<file path="config.mk">
export PLATFORM = sky130hd
export DESIGN_NAME = heal_store
export DESIGN_NICKNAME = d
export VERILOG_FILES = /design/src/rtl/heal_pkg.sv /design/src/rtl/heal_match.sv /design/src/rtl/heal_first_free.sv /design/src/rtl/heal_popcount.sv /design/src/rtl/heal_store.sv
export SDC_FILE = /design/constraint.sdc
export NUM_CORES = 2
export LEC_CHECK = 0
export BUFFER_PORTS_ARGS = -buffer_cell sky130_fd_sc_hd__buf_2
export CORE_ASPECT_RATIO = 0.5
export CORE_MARGIN = 2
export CORE_UTILIZATION = 39
export DETAILED_ROUTE_END_ITERATION = 12
export RECOVER_POWER = 100
export SETUP_SLACK_MARGIN = 0.3
export SYNTH_ARGS = -nofsm -noshare
export SYNTH_HDL_FRONTEND = slang
export SYNTH_SLANG_ARGS = --single-unit
</file>
<file path="constraint.sdc">
create_clock -name clk -period 10 [get_ports clk]
set_input_delay 1.5 -clock clk [delete_from_list [all_inputs] [get_ports clk]]
set_output_delay 1.5 -clock clk [all_outputs]
set_load 0.02 [all_outputs]
</file>
<file path="src/rtl/heal_pkg.sv">
// Shared types for the failed-word replacement store.
// Assumes nothing beyond IEEE 1800-2017 packages.
package heal_pkg;

    // Action taken on a capture strobe in the current cycle.
    typedef enum logic [1:0] {
        CAP_IDLE   = 2'd0,
        CAP_UPDATE = 2'd1,
        CAP_ALLOC  = 2'd2,
        CAP_DROP   = 2'd3
    } cap_act_e;

endpackage

</file>
<file path="src/rtl/heal_match.sv">
// Parallel tag comparator: compares one key against every tag and returns
// a hit vector with one bit per entry. Entries whose live flag is clear
// never hit. Assumes tags are packed entry 0 in the lowest bits.
module heal_match #(
    parameter int ENTRIES = 32,
    parameter int ADDR_W  = 24
) (
    input  logic                        key_valid,
    input  logic [ADDR_W-1:0]           key,
    input  logic [ENTRIES*ADDR_W-1:0]   tag_flat,
    input  logic [ENTRIES-1:0]          live,
    output logic [ENTRIES-1:0]          hit_vec
);

    // One comparator per entry, all evaluated at once.
    for (genvar g = 0; g < ENTRIES; g++) begin : g_cmp
        assign hit_vec[g] = key_valid && live[g] &&
                            (tag_flat[g*ADDR_W +: ADDR_W] == key);
    end

endmodule

</file>
<file path="src/rtl/heal_first_free.sv">
// Priority encoder over the live flags: finds the lowest-numbered free
// entry. found is low when every entry is live. Assumes ENTRIES >= 2.
module heal_first_free #(
    parameter int ENTRIES = 32,
    localparam int IDX_W  = $clog2(ENTRIES)
) (
    input  logic [ENTRIES-1:0] live,
    output logic [IDX_W-1:0]   free_idx,
    output logic               found
);

    // Scan from the top down so the lowest free index is the last written.
    always_comb begin
        free_idx = '0;
        found    = 1'b0;
        for (int i = ENTRIES - 1; i >= 0; i--) begin
            if (!live[i]) begin
                free_idx = IDX_W'(i);
                found    = 1'b1;
            end
        end
    end

endmodule

</file>
<file path="src/rtl/heal_popcount.sv">
// Counts the set bits of a live-flag vector.
// Assumes CNT_W is wide enough to hold ENTRIES.
module heal_popcount #(
    parameter int ENTRIES = 32,
    localparam int CNT_W  = $clog2(ENTRIES + 1)
) (
    input  logic [ENTRIES-1:0] live,
    output logic [CNT_W-1:0]   count
);

    // Add up one bit per entry.
    always_comb begin
        count = '0;
        for (int i = 0; i < ENTRIES; i++) begin
            count = count + CNT_W'(live[i]);
        end
    end

endmodule

</file>
<file path="src/rtl/heal_store.sv">
// Failed-word replacement store. Holds ENTRIES tag/data pairs. Each tag
// word carries the failed address above a live flag in bit 0. Access
// lookups are purely combinational, so a hit adds no cycle. Captures
// refresh a matching entry or fill the lowest free one. Assumes the
// caller uses wr_bypass to suppress the main-memory write and that
// each capture address comes from a real corrected error.
module heal_store
    import heal_pkg::*;
#(
    parameter int ENTRIES = 32,
    parameter int ADDR_W  = 24,
    parameter int DATA_W  = 32,
    localparam int IDX_W  = $clog2(ENTRIES),
    localparam int CNT_W  = $clog2(ENTRIES + 1)
) (
    input  logic              clk,
    input  logic              rst_n,
    input  logic              acc_valid,
    input  logic              acc_write,
    input  logic [ADDR_W-1:0] acc_addr,
    input  logic [DATA_W-1:0] acc_wdata,
    output logic              acc_hit,
    output logic [DATA_W-1:0] acc_rdata,
    output logic              wr_bypass,
    input  logic              cap_valid,
    input  logic [ADDR_W-1:0] cap_addr,
    input  logic [DATA_W-1:0] cap_data,
    output logic              store_full,
    output logic              cap_dropped,
    output logic [CNT_W-1:0]  used_cnt
);

    // Tag words: [ADDR_W:1] address, [0] live flag.
    logic [ADDR_W:0]            tag_word [ENTRIES];
    logic [DATA_W-1:0]          data_word [ENTRIES];
    logic [ENTRIES*ADDR_W-1:0]  tag_flat;
    logic [ENTRIES-1:0]         live;
    logic [ENTRIES-1:0]         acc_vec;
    logic [ENTRIES-1:0]         cap_vec;
    logic [IDX_W-1:0]           free_idx;
    logic                       free_found;
    cap_act_e                   cap_act;

    // Flatten tag words into address bus and live-flag vector for the comparators.
    always_comb begin
        for (int i = 0; i < ENTRIES; i++) begin
            tag_flat[i*ADDR_W +: ADDR_W] = tag_word[i][ADDR_W:1];
            live[i]                      = tag_word[i][0];
        end
    end

    heal_match #(.ENTRIES(ENTRIES), .ADDR_W(ADDR_W)) u_acc_match (
        .key_valid (acc_valid),
        .key       (acc_addr),
        .tag_flat  (tag_flat),
        .live      (live),
        .hit_vec   (acc_vec)
    );

    heal_match #(.ENTRIES(ENTRIES), .ADDR_W(ADDR_W)) u_cap_match (
        .key_valid (cap_valid),
        .key       (cap_addr),
        .tag_flat  (tag_flat),
        .live      (live),
        .hit_vec   (cap_vec)
    );

    heal_first_free #(.ENTRIES(ENTRIES)) u_free (
        .live     (live),
        .free_idx (free_idx),
        .found    (free_found)
    );

    heal_popcount #(.ENTRIES(ENTRIES)) u_count (
        .live  (live),
        .count (used_cnt)
    );

    // Combinational read path: OR together the data of the (single) hitting entry.
    always_comb begin
        acc_rdata = '0;
        for (int i = 0; i < ENTRIES; i++) begin
            if (acc_vec[i]) begin
                acc_rdata = acc_rdata | data_word[i];
            end
        end
    end

    assign acc_hit    = |acc_vec;
    assign wr_bypass  = acc_hit && acc_write;
    assign store_full = !free_found;

    // Decide what a capture strobe does this cycle.
    always_comb begin
        if (!cap_valid) begin
            cap_act = CAP_IDLE;
        end else if (|cap_vec) begin
            cap_act = CAP_UPDATE;
        end else if (free_found) begin
            cap_act = CAP_ALLOC;
        end else begin
            cap_act = CAP_DROP;
        end
    end

    // Tag words: reset clears live flags, allocation writes address and sets live.
    always_ff @(posedge clk) begin
        if (!rst_n) begin
            for (int i = 0; i < ENTRIES; i++) begin
                tag_word[i][0] <= 1'b0;
            end
        end else if (cap_act == CAP_ALLOC) begin
            tag_word[free_idx] <= {cap_addr, 1'b1};
        end
    end

    // Data words: capture writes first, a hitting access write overrides it.
    always_ff @(posedge clk) begin
        for (int i = 0; i < ENTRIES; i++) begin
            if ((cap_act == CAP_ALLOC && free_idx == IDX_W'(i)) ||
                (cap_act == CAP_UPDATE && cap_vec[i])) begin
                data_word[i] <= cap_data;
            end
            if (acc_write && acc_vec[i]) begin
                data_word[i] <= acc_wdata;
            end
        end
    end

    // One-cycle pulse reporting a capture dropped while full.
    always_ff @(posedge clk) begin
        if (!rst_n) begin
            cap_dropped <= 1'b0;
        end else begin
            cap_dropped <= (cap_act == CAP_DROP);
        end
    end

    // tag uniqueness keeps every lookup at most one hot.
    assert_one_match_R8: assert property (@(posedge clk) disable iff (!rst_n)
        $onehot0(acc_vec) && $onehot0(cap_vec));

    // the full flag and the population count agree.
    assert_full_count_R6: assert property (@(posedge clk) disable iff (!rst_n)
        store_full == (used_cnt == CNT_W'(ENTRIES)));

    // an allocation adds exactly one live entry.
    assert_alloc_grows_R4: assert property (@(posedge clk) disable iff (!rst_n)
        (cap_act == CAP_ALLOC) |=> (used_cnt == $past(used_cnt) + 1'b1));

    // refreshing an existing entry leaves the count alone.
    assert_update_keeps_R5: assert property (@(posedge clk) disable iff (!rst_n)
        (cap_act == CAP_UPDATE) |=> $stable(used_cnt));

    // a dropped capture changes nothing and is reported next cycle.
    assert_drop_reported_R6: assert property (@(posedge clk) disable iff (!rst_n)
        (cap_act == CAP_DROP) |=> ($stable(used_cnt) && cap_dropped));

    // no hit or bypass without a valid access.
    assert_hit_needs_valid_R10: assert property (@(posedge clk) disable iff (!rst_n)
        (acc_hit || wr_bypass) |-> acc_valid);

endmodule

</file>
Word-level counts from Yosys, hierarchy flattened
Memory sizes are Yosys's and may differ from the RTL's.
Cells that the tools add are included.
{"block": "word_totals", "register_bits": 1, "ramBits": 1824, "input_bits": 117, "memories": 2}
{"name": "data_word", "depth": 32, "word_bits": 32, "rd": 32, "rd_ports_with_merged_regs": 0, "wr": 32, "line": "heal_store.sv:35", "source": "logic [DATA_W-1:0] data_word [ENTRIES];"}
{"name": "tag_word", "depth": 32, "word_bits": 25, "rd": 32, "rd_ports_with_merged_regs": 0, "wr": 32, "line": "heal_store.sv:34", "source": "logic [ADDR_W:0] tag_word [ENTRIES];"}
{"block": "classes", "addsub": 31, "eq_ne": 98, "n_mux": 266, "bitwise_logic": 63, "n_reduce_logical": 262}
{"operator": "32-bit two-way mux", "n": 64}
{"operator": "24-bit == test", "n": 64}
{"operator": "32-bit bitwise OR", "n": 31}
{"operator": "1-bit logical AND", "n": 225}
{"operator": "6-bit by 1-bit adder with 6-bit output", "n": 30}
{"operator": "1-bit two-way mux", "n": 165}
{"operator": "5-bit two-way mux", "n": 33}
{"operator": "5-bit == test (second input constant)", "n": 16}
{"operator": "32-bit OR reduction", "n": 2}
{"operator": "5-bit by 4-bit == test with 1-bit output (second input constant)", "n": 8}
{"operator": "1-bit logical OR", "n": 32}
{"operator": "1-bit bitwise OR", "n": 32}
{"operator": "25-bit two-way mux", "n": 1}
{"operator": "25-bit OR reduction", "n": 1}
{"operator": "5-bit by 3-bit == test with 1-bit output (second input constant)", "n": 4}
{"operator": "5-bit by 2-bit == test with 1-bit output (second input constant)", "n": 2}
{"operator": "2-bit two-way mux", "n": 3}
{"operator": "5-bit by 1-bit == test with 1-bit output (second input constant)", "n": 1}
{"operator": "5-bit logical NOT", "n": 1}
{"operator": "2-bit == test (second input constant)", "n": 2}
{"operator": "1-bit by 1-bit adder with 2-bit output", "n": 1}
{"operator": "2-bit by 1-bit == test with 1-bit output (second input constant)", "n": 1}
{"operator": "1-bit logical NOT", "n": 1}

Depth between registers and ports, before layout
An unclocked memory read counts as a cell.
{"block": "depth", "ltp_word": 66, "depth_mapped": 16, "ltp_nobuf": 16}

Modules after synthesis
A second synthesis with hierarchy kept.
{"block": "hier_totals", "cells_unflattened": 6739, "area_unflattened_um2": 94381.8}
{"module": "heal_store", "n_inst": 1, "cells_each": 4274, "area_each_um2": 74317.5, "seq_area_each_um2": 54472.2}
{"module": "heal_match", "n_inst": 2, "cells_each": 1155, "area_each_um2": 9424.0, "seq_area_each_um2": 0.0}
{"module": "heal_popcount", "n_inst": 1, "cells_each": 89, "area_each_um2": 823.3, "seq_area_each_um2": 0.0}
{"module": "heal_first_free", "n_inst": 1, "cells_each": 66, "area_each_um2": 392.9, "seq_area_each_um2": 0.0}

Worst setup path before layout
No wires, ideal clock.
{"block": "synth_path", "kind": "register to output", "startpoint": "memory tag_word[1][0] in the netlist's numbering", "endpoint": "output port used_cnt[4]", "t_arrival_ps": 4938, "required_ps": 8500, "setup_slack_ps": 3562, "stages_incl_launch_ff": 15, "path_buffers": 0, "cell_sequence": "dfxtp_1 ha_1 inv_1 fa_1 fa_1 fa_1 fa_1 fa_1 fa_1 inv_1 fa_1 fa_1 a21o_1 a21oi_1 xnor2_1"}
{"item": "start, declared", "line": "heal_store.sv:34"}
{"item": "end, declared", "line": "heal_store.sv:30", "source": "output logic [CNT_W-1:0] used_cnt"}

==> impl_metrics.xml <==
<?xml version="1.0" encoding="UTF-8"?>
<metrics>
  <group name="sta">
    <metric name="timing.fmax" unit="GHz">0.103</metric>
    <metric name="fin_crit" unit="ns">9.69</metric>
    <metric name="fin_worst_skew" unit="ns">0.111</metric>
    <metric name="layout_worst_path_cycle_share" unit="%">96.9</metric>
    <metric name="max-slew-margin-rel" unit="%">-151</metric>
    <metric name="report.final.setup_viol" unit="">0</metric>
    <metric name="rsz0062_at_grt" unit="">no</metric>
    <metric name="setup_slack" unit="ns">0.310</metric>
    <metric name="timing_worst_slew_pin_value" unit="ns">3.76</metric>
    <metric name="timing_hold_violations_final" unit="">0</metric>
    <metric name="finalMaxSlewViolations" unit="">2779</metric>
    <metric name="setup_total_negative_slack" unit="ns">0</metric>
  </group>
  <group name="clock_tree">
    <metric name="cts_tree" unit="">done</metric>
    <metric name="cts_hold_buf" unit="">0</metric>
    <metric name="clockBufferDepth" unit="">4</metric>
    <metric name="post-cts-setup-buffer-count" unit="">0</metric>
    <metric name="cts_sinks" unit="">1825</metric>
    <metric name="cts-buffers-inserted" unit="">187</metric>
    <metric name="clockRootBuffer" unit="">sky130_fd_sc_hd__clkbuf_16</metric>
    <metric name="clock_tree.htree_level_count" unit="">4</metric>
    <metric name="post_cts_resized" unit="">0</metric>
    <metric name="worst_skew_pair.late_latency" unit="ns">0.90</metric>
    <metric name="clk_pin_slew_worst_paths" unit="ns">0.07</metric>
  </group>
  <group name="global_routing">
    <metric name="grt_start_max_net_pins" unit="">47</metric>
    <metric name="grt_pass1_wl" unit="mm">534</metric>
    <metric name="grt-ovfl-total" unit="">0</metric>
    <metric name="antenna_found_initial" unit="">33</metric>
    <metric name="via_count_of_the_first_global_routing_pass" unit="">64292</metric>
    <metric name="grt_usage" unit="%">30.1</metric>
  </group>
  <group name="synthesis">
    <metric name="synth.net_count" unit="">7174</metric>
    <metric name="ys_async_sr_fraction" unit="%">0</metric>
    <metric name="synth_enable_flop_cells" unit="">1792</metric>
    <metric name="synthTopCellsByArea" unit="">sky130_fd_sc_hd__edfxtp_1 (56%), sky130_fd_sc_hd__mux2_2 (10%), sky130_fd_sc_hd__xor2_1 (10%), sky130_fd_sc_hd__xnor2_1 (3.7%), sky130_fd_sc_hd__nor4_1 (2.5%)</metric>
    <metric name="top_cells_by_instance_count_after_synthesis" unit="">sky130_fd_sc_hd__edfxtp_1 (1792), sky130_fd_sc_hd__xor2_1 (1113), sky130_fd_sc_hd__mux2_2 (899)</metric>
    <metric name="synth.ff_latch_count" unit="">1825</metric>
    <metric name="ys_types" unit="">69</metric>
    <metric name="yosysTopAreaCell" unit="">sky130_fd_sc_hd__edfxtp_1</metric>
    <metric name="synth_flop_cell" unit="">sky130_fd_sc_hd__edfxtp_1</metric>
    <metric name="synth_warnings" unit="">0</metric>
    <metric name="syn_avg_cell_area" unit="um2">13.8</metric>
    <metric name="syn-instance-count" unit="">7025</metric>
    <metric name="yosys.cell_count.top_type" unit="">sky130_fd_sc_hd__edfxtp_1</metric>
    <metric name="syn-cell-area" unit="um2">96900</metric>
    <metric name="yosys.area.top_type_share" unit="%">55.5</metric>
    <metric name="yosysSeqAreaShare" unit="%">56.2</metric>
  </group>
  <group name="finish">
    <metric name="final_design_area_no_fill" unit="um2">105000</metric>
    <metric name="fill_cells" unit="">22714</metric>
    <metric name="final_layout_size_suffix_gt1_share" unit="%">20.0</metric>
    <metric name="nNetsFinal" unit="">7133</metric>
    <metric name="regArea" unit="um2">54500</metric>
    <metric name="multi_input_area" unit="um2">38400</metric>
    <metric name="layout.cells.non_filler" unit="">10464</metric>
    <metric name="area_growth_syn_to_layout" unit="%">8.23</metric>
  </group>
  <group name="setup_path">
    <metric name="critPathKind" unit="">input pin to register</metric>
    <metric name="most_frequent_cell_on_the_critical_path" unit="">sky130_fd_sc_hd__clkbuf_1</metric>
    <metric name="crit_path_max_incr_delay" unit="ns">2.60</metric>
    <metric name="timing.critical_path.cells" unit="">buf_4 -&gt; clkbuf_1 -&gt; xnor2_1 -&gt; nand4_1 -&gt; nor4_1 -&gt; clkbuf_1 -&gt; nand2_1 -&gt; mux2_2</metric>
    <metric name="critical_path.startpoint_type" unit="">input pin</metric>
    <metric name="critical_path.endpoint_type" unit="">register</metric>
    <metric name="critPathArrivalTime" unit="ns">10.29</metric>
    <metric name="crit_required" unit="ns">10.60</metric>
    <metric name="worst_path_max_delay_cell" unit="">sky130_fd_sc_hd__nand2_1</metric>
    <metric name="critPathMaxFanout" unit="">32</metric>
    <metric name="logic_depth_of_the_worst_register_to_register_path" unit="">7</metric>
  </group>
  <group name="floorplanning">
    <metric name="floorplan.die_area" unit="um2">253000</metric>
    <metric name="placementRows" unit="">129</metric>
    <metric name="chipWidth" unit="um">709</metric>
    <metric name="boundaryPins" unit="">159</metric>
    <metric name="floorplan.core_area" unit="um2">247000</metric>
    <metric name="start_util" unit="%">39.2</metric>
    <metric name="die_height" unit="um">357</metric>
  </group>
  <group name="power_and_ir_drop">
    <metric name="power.ir.vdd_worst" unit="uV">142</metric>
    <metric name="power_density" unit="nW/um2">156</metric>
    <metric name="power.leakage" unit="nW">33.9</metric>
  </group>
  <group name="placement">
    <metric name="place_inst" unit="">10135</metric>
    <metric name="port-buffer-count" unit="">158</metric>
    <metric name="detailedPlace.worstSlack" unit="ns">2.80</metric>
    <metric name="postPlaceCellArea" unit="um2">101000</metric>
    <metric name="hpwl" unit="mm">212</metric>
    <metric name="place_congestion" unit="">0.958</metric>
  </group>
  <group name="outcome">
    <metric name="status" unit="">finished with violations</metric>
    <metric name="failed_checks" unit="">capacitance limit, slew limit</metric>
  </group>
  <group name="route">
    <metric name="drt_pass1_iterations" unit="">6</metric>
    <metric name="via_count" unit="">67413</metric>
    <metric name="via_density_per_instance" unit="">6.44</metric>
    <metric name="postRouteAntennaNets" unit="">0</metric>
    <metric name="drc" unit="">0</metric>
    <metric name="routedWlPerCell" unit="um">37.4</metric>
    <metric name="drt-total-wl" unit="mm">392</metric>
    <metric name="dr.first_iter.drc_count" unit="">10686</metric>
  </group>
  <group name="worst_hold_path">
    <metric name="holdPathStages" unit="">2</metric>
    <metric name="min-delay-path-class" unit="">register to register</metric>
  </group>
  <group name="flow_run">
    <metric name="max_cap_check_violation_count" unit="">110</metric>
  </group>
</metrics>
-- critical path: cells and delay by family --
family	cells	cell delay [ns]
AND/OR/NAND/NOR	3	4.29
buffers and inverters	3	3.22
multiplexers	1	0.98
XOR/XNOR	1	0.20
-- state kept, by name, indices dropped and copies added, names as in the netlist --
name and count:
data_word 1024, tag_word 800, cap_dropped 1
-- stage by stage --
step	hold slack [ns]	power (mW)	util (%)
3_5_place_dp	0.606	9.75	40.8
5_1_grt	0.653	16.7	42.4
4_1_cts	0.615	16.4	43.1
6_report	0.623	16.4	42.4
2_1_floorplan	0.492	9.35	-
3_3_place_gp	0.597	9.74	40.8
-- routing by layer --
layer | vias up | global-route usage [%] | part of all wire, %
met5 | - | 0 | 0.039
met4 | 24 | 13.4 | 5.2
met3 | 1152 | 5.86 | 11
met2 | 4913 | 46.4 | 44
met1 | 34654 | 41.2 | 39
li1 | 26670 | - | -
-- cell families after synthesis --
kind of cell	synth area share (%)
DFF	56.2
xor gates and xnor gates	14.0
and+or+nand+nor	7.99
muxes	12.0
buffers and inverters	3.94
AOI/OAI and AO/OA	5.30
adders and majority gates	0.599
-- area by class of cell --
| type | instances | area share [%] |
|---|---|---|
| clock buffer | 232 | 4.72 |
| timing repair buffer | 381 | 2.01 |
| sequential | 1825 | 51.9 |
| inverter | 56 | 0.200 |
| clock inverter | 85 | 0.546 |
| multi-input combinational | 4533 | 36.6 |
| antenna | 12 | 0.0286 |
| tap | 3340 | 3.98 |
-- path summary, 6_finish.rpt --
check,startpoint,end,slack (ns)
worst max-delay path,acc_addr[4],data_word[1][20],0.31
worst min-delay path,tag_word[13][0],tag_word[13][0],0.62
worst max register to register,tag_word[16][11],data_word[1][20],1.86
worst min register to register,tag_word[13][0],tag_word[13][0],0.62
-- report_power, final --
part | total (mW) | switching (mW) | leakage, nW | internal [mW]
logic | 1.17 | 0.802 | 14.8 | 0.364
clock network | 6.79 | 3.13 | 2.70 | 3.67
registers | 8.43 | 0.0122 | 16.4 | 8.42
total | 16.4 | 3.94 | 33.9 | 12.4
-- cells in the final DEF, fill, tap and decap left out, types with 128 or more instances in the layout --
cell type                      n
sky130_fd_sc_hd__edfxtp_1   1792
sky130_fd_sc_hd__xor2_1     1113
sky130_fd_sc_hd__mux2_2      897
sky130_fd_sc_hd__xnor2_1     412
sky130_fd_sc_hd__nor4_1      401
sky130_fd_sc_hd__a22oi_1     256
sky130_fd_sc_hd__clkbuf_1    196
sky130_fd_sc_hd__clkbuf_16   190
sky130_fd_sc_hd__nand4_1     185
sky130_fd_sc_hd__nand3_1     175
sky130_fd_sc_hd__nand2_1     160
sky130_fd_sc_hd__buf_4       137
sky130_fd_sc_hd__a22o_1      128
sky130_fd_sc_hd__a221oi_1    128
Power figures use the tool's default switching activity.
